File: src/rtl/uart_trig_irq_pkg.sv
package uart_trig_irq_pkg;

    localparam int DEF_DATA_W = 8;
    localparam int DEF_DEPTH  = 128;

    typedef enum logic {
        MODE_BYTE  = 1'b0,
        MODE_QUEUE = 1'b1
    } fifo_mode_e;

    typedef struct packed {
        logic tx;
        logic rx;
    } irq_src_t;

    // Empty transmit side counts as drained only when the shift
    // register is idle, if the select asks for it.
    function automatic logic tx_condition(input fifo_mode_e mode, input logic sel,
                                          input logic busy, input int unsigned cnt,
                                          input int unsigned trig);
        logic drained;
        drained = (cnt == 0) && (!sel || !busy);
        if (mode == MODE_BYTE)
            return drained;
        return drained || ((cnt != 0) && (cnt <= trig));
    endfunction

    function automatic logic rx_condition(input fifo_mode_e mode, input int unsigned cnt,
                                          input int unsigned trig);
        if (mode == MODE_BYTE)
            return cnt != 0;
        return (cnt != 0) && (cnt >= trig);
    endfunction

endpackage

File: src/rtl/trig_fifo.sv
module trig_fifo
    import uart_trig_irq_pkg::*;
#(
    parameter int DATA_W = DEF_DATA_W,
    parameter int DEPTH  = DEF_DEPTH,
    localparam int CNT_W = $clog2(DEPTH + 1),
    localparam int PTR_W = (DEPTH > 1) ? $clog2(DEPTH) : 1
) (
    input  logic              clk,
    input  logic              rst,
    input  logic              flush,
    input  fifo_mode_e        mode,
    input  logic              push,
    input  logic [DATA_W-1:0] wdata,
    input  logic              pop,
    output logic [DATA_W-1:0] rdata,
    output logic [CNT_W-1:0]  count,
    output logic              ovf
);

    logic [DATA_W-1:0] mem [DEPTH];
    logic [PTR_W-1:0]  wr_ptr;
    logic [PTR_W-1:0]  rd_ptr;
    logic              queued;
    logic              full;
    logic              do_pop;
    logic              do_push;

    function automatic logic [PTR_W-1:0] ptr_inc(input logic [PTR_W-1:0] p);
        return (p == PTR_W'(DEPTH - 1)) ? '0 : p + 1'b1;
    endfunction

    always_comb begin
        queued  = (mode == MODE_QUEUE);
        full    = queued && (count == CNT_W'(DEPTH));
        do_pop  = pop && (count != '0);
        do_push = push && (!full || do_pop);
    end

    always_ff @(posedge clk) begin
        if (!rst && !flush && do_push)
            mem[wr_ptr] <= wdata;
    end

    always_ff @(posedge clk) begin
        if (rst) begin
            wr_ptr <= '0;
            rd_ptr <= '0;
            count  <= '0;
            ovf    <= 1'b0;
            rdata  <= '0;
        end else if (flush) begin
            wr_ptr <= '0;
            rd_ptr <= '0;
            count  <= '0;
        end else begin
            if (push && !do_push)
                ovf <= 1'b1;
            if (do_pop)
                rdata <= mem[rd_ptr];
            if (queued) begin
                if (do_push)
                    wr_ptr <= ptr_inc(wr_ptr);
                if (do_pop)
                    rd_ptr <= ptr_inc(rd_ptr);
                case ({do_push, do_pop})
                    2'b10:   count <= count + 1'b1;
                    2'b01:   count <= count - 1'b1;
                    default: count <= count;
                endcase
            end else begin
                if (do_push)
                    count <= CNT_W'(1);
                else if (do_pop)
                    count <= '0;
            end
        end
    end

    assert_count_bound_R1: assert property (@(posedge clk) disable iff (rst)
        count <= CNT_W'(DEPTH));

    assert_ovf_sticky_R2: assert property (@(posedge clk) disable iff (rst)
        ovf |=> ovf);

    assert_full_drop_R2: assert property (@(posedge clk) disable iff (rst)
        (queued && !flush && push && !pop && count == CNT_W'(DEPTH))
        |=> (count == CNT_W'(DEPTH) && ovf));

    assert_empty_pop_R3: assert property (@(posedge clk) disable iff (rst)
        (!flush && pop && !push && count == '0) |=> (count == '0 && $stable(rdata)));

    assert_byte_depth_R4: assert property (@(posedge clk) disable iff (rst)
        (!queued && !flush) |=> (count <= CNT_W'(1)));

    assert_flush_empties_R5: assert property (@(posedge clk) disable iff (rst)
        flush |=> (count == '0));

endmodule

File: src/rtl/irq_eval.sv
module irq_eval
    import uart_trig_irq_pkg::*;
#(
    parameter int CNT_W = 8
) (
    input  logic             clk,
    input  logic             rst,
    input  fifo_mode_e       mode,
    input  logic             dma_mode,
    input  logic             txe_sel,
    input  logic             shift_busy,
    input  logic             tx_ie,
    input  logic             rx_ie,
    input  logic [CNT_W-1:0] tx_cnt,
    input  logic [CNT_W-1:0] rx_cnt,
    input  logic [CNT_W-1:0] tx_trig,
    input  logic [CNT_W-1:0] rx_trig,
    output logic             irq
);

    irq_src_t src;

    always_comb begin
        src.tx = tx_ie && tx_condition(mode, txe_sel, shift_busy,
                                       32'(tx_cnt), 32'(tx_trig));
        src.rx = rx_ie && rx_condition(mode, 32'(rx_cnt), 32'(rx_trig));
    end

    always_ff @(posedge clk) begin
        if (rst)
            irq <= 1'b0;
        else
            irq <= src.tx || src.rx;
    end

    assert_masked_quiet_R9: assert property (@(posedge clk) disable iff (rst)
        (!tx_ie && !rx_ie) |=> !irq);

    assert_rx_empty_quiet_R8: assert property (@(posedge clk) disable iff (rst)
        (!tx_ie && rx_cnt == '0) |=> !irq);

    assert_tx_idle_fires_R6: assert property (@(posedge clk) disable iff (rst)
        (tx_ie && tx_cnt == '0 && !shift_busy) |=> irq);

    assert_dma_neutral_R9: assert property (@(posedge clk) disable iff (rst)
        (dma_mode && tx_ie && tx_cnt == '0 && !shift_busy) |=> irq);

    assert_reset_quiet_R10: assert property (@(posedge clk)
        rst |=> !irq);

endmodule

File: src/rtl/uart_trig_irq.sv
module uart_trig_irq
    import uart_trig_irq_pkg::*;
#(
    parameter int DATA_W = DEF_DATA_W,
    parameter int DEPTH  = DEF_DEPTH,
    localparam int CNT_W = $clog2(DEPTH + 1)
) (
    input  logic              clk,
    input  logic              rst,
    input  logic              fifo_en,
    input  logic              dma_mode,
    input  logic              txe_sel,
    input  logic [CNT_W-1:0]  tx_trig,
    input  logic [CNT_W-1:0]  rx_trig,
    input  logic              tx_ie,
    input  logic              rx_ie,
    input  logic              shift_busy,
    input  logic              tx_push,
    input  logic [DATA_W-1:0] tx_wdata,
    input  logic              tx_pop,
    output logic [DATA_W-1:0] tx_rdata,
    output logic [CNT_W-1:0]  tx_count,
    output logic              tx_ovf,
    input  logic              rx_push,
    input  logic [DATA_W-1:0] rx_wdata,
    input  logic              rx_pop,
    output logic [DATA_W-1:0] rx_rdata,
    output logic [CNT_W-1:0]  rx_count,
    output logic              rx_ovf,
    output logic              irq
);

    logic       en_q;
    logic       flush;
    fifo_mode_e mode;

    always_ff @(posedge clk) begin
        if (rst)
            en_q <= 1'b0;
        else
            en_q <= fifo_en;
    end

    always_comb begin
        flush = (fifo_en != en_q);
        mode  = fifo_en ? MODE_QUEUE : MODE_BYTE;
    end

    trig_fifo #(.DATA_W(DATA_W), .DEPTH(DEPTH)) u_tx_fifo (
        .clk(clk), .rst(rst), .flush(flush), .mode(mode),
        .push(tx_push), .wdata(tx_wdata), .pop(tx_pop),
        .rdata(tx_rdata), .count(tx_count), .ovf(tx_ovf)
    );

    trig_fifo #(.DATA_W(DATA_W), .DEPTH(DEPTH)) u_rx_fifo (
        .clk(clk), .rst(rst), .flush(flush), .mode(mode),
        .push(rx_push), .wdata(rx_wdata), .pop(rx_pop),
        .rdata(rx_rdata), .count(rx_count), .ovf(rx_ovf)
    );

    irq_eval #(.CNT_W(CNT_W)) u_eval (
        .clk(clk), .rst(rst), .mode(mode), .dma_mode(dma_mode),
        .txe_sel(txe_sel), .shift_busy(shift_busy),
        .tx_ie(tx_ie), .rx_ie(rx_ie),
        .tx_cnt(tx_count), .rx_cnt(rx_count),
        .tx_trig(tx_trig), .rx_trig(rx_trig),
        .irq(irq)
    );

endmodule

File: config.mk
export PLATFORM = sky130hd
export DESIGN_NAME = uart_trig_irq
export DESIGN_NICKNAME = d
export VERILOG_FILES = /design/src/rtl/uart_trig_irq_pkg.sv /design/src/rtl/trig_fifo.sv /design/src/rtl/irq_eval.sv /design/src/rtl/uart_trig_irq.sv
export SDC_FILE = /design/constraint.sdc
export NUM_CORES = 2
export LEC_CHECK = 0
export ABC_AREA = 1
export BUFFER_PORTS_ARGS = -buffer_cell sky130_fd_sc_hd__clkbuf_2
export CAP_MARGIN = 20
export CORE_MARGIN = 4
export CORE_UTILIZATION = 41
export CTS_CLUSTER_DIAMETER = 100
export DETAILED_ROUTE_END_ITERATION = 8
export PLACE_DENSITY_LB_ADDON = 0.15
export RECOVER_POWER = 100
export SLEW_MARGIN = 20
export SYNTH_ARGS = -nofsm -noshare
export SYNTH_HDL_FRONTEND = slang
export SYNTH_HIERARCHICAL = 1
export SYNTH_SLANG_ARGS = --single-unit
File: constraint.sdc
create_clock -name clk -period 6.55 [get_ports clk]
set_clock_uncertainty 0.1 [all_clocks]
set_input_delay 0.3275 -clock clk [delete_from_list [all_inputs] [get_ports clk]]
set_output_delay 0.3275 -clock clk [all_outputs]
set_load 0.03 [all_outputs]
After elaboration in Yosys (flattened, before gate mapping)
Memories as Yosys holds them, arrays and structs flattened. A register that Yosys moved wholly into a read port is not among the register bits.
Cells that the tools add are included.

word-level totals
  flip-flop bits (word level) = 48
  memory bits (writable) = 2048
  input port bits = 44
  logic and storage cells = 100
  memories = 2

operators by class
  $lt $le $gt $ge = 2
  bitwise logic cells = 1
  equality and inequality tests = 13
  mux-type cells = 19
  add/subtract/negate cells = 8
  reduce and logical (&&, ||, !) cells = 45

memories
  memory         depth  width  rd ports  clocked after memory_dff  write ports  RTL line         text
  u_rx_fifo.mem  128    8      1         1                         1            trig_fifo.sv:21  logic [DATA_W-1:0] mem [DEPTH];
  u_tx_fifo.mem  128    8      1         1                         1            trig_fifo.sv:21

operator list
  cell                                                                 number
  8-bit 2-to-1 mux                                                     6
  8-bit one-hot mux with 2 select lines                                2
  7-bit by 1-bit adder with 7-bit output (second input constant)       4
  7-bit == test (second input constant)                                4
  7-bit 2-to-1 mux                                                     4
  2-bit AND reduction                                                  10
  8-bit by 1-bit adder with 8-bit output (second input constant)       2
  8-bit == test (second input constant)                                2
  1-bit logical AND                                                    16
  8-bit nonzero test                                                   2
  8-bit by 1-bit subtractor with 8-bit output (second input constant)  2
  8-bit >= comparator                                                  1
  8-bit less-or-equal comparator                                       1
  1-bit zero test                                                      8
  8-bit zero test                                                      1
  1-bit 2-to-1 mux                                                     7
  3-bit != test (second input constant)                                2
  3-bit nonzero test                                                   2
  1-bit logical OR                                                     5
  2-bit by 1-bit == test with 1-bit output (second input constant)     2
  2-bit == test (second input constant)                                2
  2-bit OR reduction                                                   1
  1-bit != test                                                        1
  1-bit NOT                                                            1

Logic depth before layout (Yosys ltp)
  depth in word-level cells = 8
  depth in mapped cells = 17
  mapped depth without buffers = 16

By module
The synthesis kept the hierarchy.

by module, submodules not included
  module         cells each  area each (sq um)  times used
  trig_fifo      4020        44282.5            2
  irq_eval       93          541.8              1
  uart_trig_irq  7           42.5               1

Worst setup path after synthesis
Ideal clock, no wire load.

  kind = reg2reg
  start = register u_tx_fifo.count[0]
  end = register u_tx_fifo.count[5]
  clock period less this slack = 2749 ps
  path slack = 3801 ps
  arrival = 2526 ps
  setup time = 124 ps
  path buffers = 0
  stages on the path, launching flop included = 17
  cells stage by stage = dfxtp_1 > nor2_1 > nand2_1 > nor3_2 > nand2_1 > nand2_1 > nor2_1 > ha_1 > a21oi_1 > nand2_1 > nand2_1 > nand2_1 > nand2_1 > nand2_1 > or2_2 > nand4_1 > a21oi_1

on the way
  word-level cells in the longest chain between the ends = 8
  elaborated cells between the ends (all ways) = 17

ends and longest elaborated chain
  item                                                                       RTL line         text
  from (decl)                                                                trig_fifo.sv:17  output logic [CNT_W-1:0] count,
  from (signal assigned)                                                     trig_fifo.sv:67  2'b10: count <= count + 1'b1;
  from (signal assigned)                                                     trig_fifo.sv:68  2'b01: count <= count - 1'b1;
  from (signal assigned)                                                     trig_fifo.sv:69  default: count <= count;
  8-bit == test                                                              trig_fifo.sv:35  full = queued && (count == CNT_W'(DEPTH));
  1-bit logical AND                                                          trig_fifo.sv:35
  1-bit zero test                                                            trig_fifo.sv:37  do_push = push && (!full || do_pop);
  1-bit logical OR                                                           trig_fifo.sv:37
  1-bit logical AND                                                          trig_fifo.sv:37
  2-bit by 1-bit == test with 1-bit output or 2-bit == test (tied branches)  trig_fifo.sv:66  case ({do_push, do_pop})
  8-bit one-hot mux with 2 select lines or 3-bit != test (tied branches)     -
  8-bit 2-to-1 mux or 2-bit AND reduction (tied branches)                    -

Parallel ways exist; a longest one is shown, timed or not.
A chain may end at the register's enable or synchronous reset.

==> results.sh <==
export IMPL_synthTopCellsByCount="2838 x nand2_1, 2048 x edfxtp_1, 1091 x nand3_1, 586 x nor2_1, 461 x inv_1"
export IMPL_violations="max-capacitance violations, max-slew violations"
export IMPL_cts_buffer_depth=3
export IMPL_reg2reg_slack_ps=920
export IMPL_area_delta_synth_final_pct=10.2
export IMPL_ys_async_sr_fraction_pct=0
export IMPL_htreeDepth=4
export IMPL_synth_largest_area_cell="edfxtp_1"
export IMPL_synth_area_sq_um=89100
export IMPL_setup_ws_ps=921
export IMPL_ys_top_cells_by_area="edfxtp_1 69%, nand2_1 12%, nand3_1 6.1%"
export IMPL_min_period_over_period_pct=85.9
export IMPL_finalSetupViolations=0
export IMPL_timing_fmax_mhz=178
export IMPL_leakage_nw=36.2
export IMPL_cts_root_buf="clkbuf_16"
export IMPL_clock_sinks=2112
export IMPL_grt_max_degree=216
export IMPL_seq_area_sq_um=62800
export IMPL_r2r_start="u_tx_fifo/rd_ptr[2]$_SDFFE_PP0P_"
export IMPL_drive_gt1_share_pct=5.09
export IMPL_ios=79
export IMPL_synth_seq_area_share_pct=70.4
export IMPL_start_util_pct=41.4
export IMPL_drc_errors=0
export IMPL_yosysMostFrequentCell="nand2_1"
export IMPL_grt_pass1_wl_um=360000
export IMPL_synth_edff_count=2048
export IMPL_hpwl_um=142000
export IMPL_die_area_sq_um=225000
export IMPL_hold_depth=5
export IMPL_fp_dieW_um=474
export IMPL_crit_path_start_kind="flop"
export IMPL_crit_path_max_fanout=62
export IMPL_insertion_delay_ps=850
export IMPL_wire_per_inst_um=21.8
export IMPL_status="complete, but fails checks"
export IMPL_place_inst=10700
export IMPL_min_to="u_eval/irq$_SDFF_PP0_"
export IMPL_firstDrtPassIters=6
export IMPL_io_buffer_count=77
export IMPL_gp_congestion=0.871
export IMPL_synth_cells=8140
export IMPL_grt_ovfl_total=0
export IMPL_cts_tree="done"
export IMPL_tns_ps=0
export IMPL_cts_hold_buf=26
export IMPL_die_y_um=474
export IMPL_setup_worst_path_class="flop to flop"
export IMPL_fill_cells=20000
export IMPL_grt_pass1_vias=56100
export IMPL_yosys_warnings=6
export IMPL_drt_total_wl_um=243000
export IMPL_ys_types=38
export IMPL_max_vdd_ir_drop_v=0.000294
export IMPL_rr_endpoint="u_tx_fifo/rdata[2]$_SDFFE_PP0P_"
export IMPL_cp_end_kind="flop"
export IMPL_required_ps=7090
export IMPL_fin_crit_ps=5630
export IMPL_core_area_sq_um=215000
export IMPL_dp_slack_ps=1510
export IMPL_row_count=170
export IMPL_cts_setup_buffers=0
export IMPL_slew_viol_final=2247
export IMPL_ys_flop_type="edfxtp_1"
export IMPL_hp_class="primary input to flop"
export IMPL_final_antenna_net_count=0
export IMPL_numCtsBuffers=218
export IMPL_synth_seq_cells=2112
export IMPL_finalNonFillerCells=11100
export IMPL_hp_start="rx_ie"
export IMPL_max_cap_viol_count=42
export IMPL_yosysTopAreaCellShare_pct=69.0
export IMPL_clkTransAtPathRegs_ps=60
export IMPL_total_power_w=0.0276
export IMPL_cts_repair_resized=0
export IMPL_powerDensity_nw_per_um2=280
export IMPL_slew_limit_headroom_pct=-223
export IMPL_tightest_slew_ps=4840
export IMPL_worstPathArrival_ps=6170
export IMPL_antenna_found_initial=6
export IMPL_r2r_cells=10
export IMPL_vias=58200
export IMPL_synth_avg_cell_area_sq_um=11.0
export IMPL_syn_num_nets=8218
export IMPL_rsz0062_at_grt="false"
export IMPL_drt_iter0_drc=5575
export IMPL_report_final_hold_viol_count=0
export IMPL_via_per_inst=5.23
export IMPL_nets=8182
export IMPL_grt_use_total_pct=21.3
export IMPL_multiInputGateArea_sq_um=22000
registers in the layout, indices dropped and copies added, names as in the netlist:
register / count
u_eval/irq: 1
u_tx_fifo/rd_ptr: 7
u_tx_fifo/ovf: 1
en_q: 1
u_tx_fifo/mem: 1024
u_tx_fifo/wr_ptr: 7
u_tx_fifo/rdata: 8
u_rx_fifo/mem: 1024
u_rx_fifo/ovf: 1
u_rx_fifo/rdata: 8
u_rx_fifo/wr_ptr: 7
u_rx_fifo/count: 8
u_rx_fifo/rd_ptr: 7
u_tx_fifo/count: 8
metrics by stage:
| step | instance area (sq um) | hold slack [ps] | utilization (%) |
|---|---|---|---|
| after floorplan | 89100 | 290 | - |
| after global placement | 91400 | 360 | 42.4 |
| after detailed placement | 91400 | 360 | 42.4 |
| after CTS | 98500 | 5.73 | 45.7 |
| after global routing | 98300 | 318 | 45.6 |
| final | 98300 | 311 | 45.6 |
routing by layer:
metal  up-vias  part of all wire, %  global-route usage [%]
met5         -               0.0054                       0
met4         2                  3.5                    7.30
met3       341                  6.7                    3.18
met2      1750                   45                    33.3
met1     28500                   45                    30.5
li1      27600                    -                       -
placed cells by master, fill, tap and decap left out, types with 3 or more instances in the layout:
master / count
nand2_1: 2840
edfxtp_1: 2048
nand3_1: 1091
nor2_1: 587
inv_1: 458
clkbuf_16: 221
a21oi_1: 217
clkbuf_1: 128
o21ai_0: 104
o211ai_1: 78
a21boi_0: 65
clkinv_1: 63
dfxtp_1: 56
clkinv_2: 46
clkbuf_2: 41
buf_4: 41
ha_1: 32
nand4_1: 28
dlygate4sd3_1: 26
bufinv_16: 14
nor3_1: 14
xor2_1: 12
or2_2: 8
buf_12: 8
inv_2: 6
o21ai_1: 6
dfxtp_2: 5
clkinv_8: 4
clkinvlp_4: 4
nor2_2: 4
diode_2: 3
inv_6: 3
clkbuf_8: 3
inv_16: 3
dfxtp_4: 3
kinds of logic (layout without fill, tap and decap cells):
| kind of cell | count (synthesis) | after routing | share of synthesized area (%) |
|---|---|---|---|
| AO/OA/AOI/OAI | 476 | 476 | 3.09 |
| XOR/XNOR | 12 | 12 | 0.118 |
| adder cells (fa/ha/maj) | 34 | 34 | 0.494 |
| buffers and inverters | 924 | 1075 | 4.86 |
| flip-flops | 2112 | 2112 | 70.4 |
| other | 0 | 3 | 0 |
| AND/OR/NAND/NOR | 4582 | 4582 | 21.0 |
report_power, final:
part           switching (W)  total, W  internal (W)
Sequential         0.0000185    0.0149        0.0148
Clock                0.00515    0.0119       0.00677
Combinational       0.000623  0.000765      0.000142
Total                0.00579    0.0276        0.0218
worst max-delay path by stage:
| stage | start | end | slack [ps] | cells after the start |
|---|---|---|---|---|
| after global routing | u_rx_fifo/rd_ptr[1]$_SDFFE_PP0P_ | u_rx_fifo/rdata[1]$_SDFFE_PP0P_ | 730 | 13 |
| after global placement | fifo_en | u_rx_fifo/mem[11][2]$_DFFE_PP_ | 1330 | 10 |
| after CTS | fifo_en | u_rx_fifo/mem[120][7]$_DFFE_PP_ | 1910 | 11 |
| after floorplan | u_tx_fifo/count[0]$_SDFFE_PP0P_ | u_tx_fifo/count[5]$_SDFFE_PP0P_ | 3800 | 16 |
| after detailed placement | fifo_en | u_rx_fifo/mem[120][7]$_DFFE_PP_ | 1510 | 10 |
| final | u_tx_fifo/rd_ptr[2]$_SDFFE_PP0P_ | u_tx_fifo/rdata[2]$_SDFFE_PP0P_ | 920 | 10 |
area by class of cell:
cell class              instances  area share (%)
diodes                          3         0.00764
well taps                    2838            3.61
clock inverters               127            1.09
inverters                     480            1.86
clock buffers                 280            5.88
multi-input cells            5104            22.4
repair buffers                188            1.22
flip-flops and latches       2112            63.9
critical path, cell delays in order (launching register included):
cell and delay [ps]:
dfxtp_2 570, clkinvlp_2 2390, buf_4 1170, nand3_1 210
nand3_1 170, nand3_1 230, nand2_1 190, nand2_1 100
nand2_1 70, nand3_1 80, a21oi_1 60
Note: power is estimated with default switching activity, not from simulation.
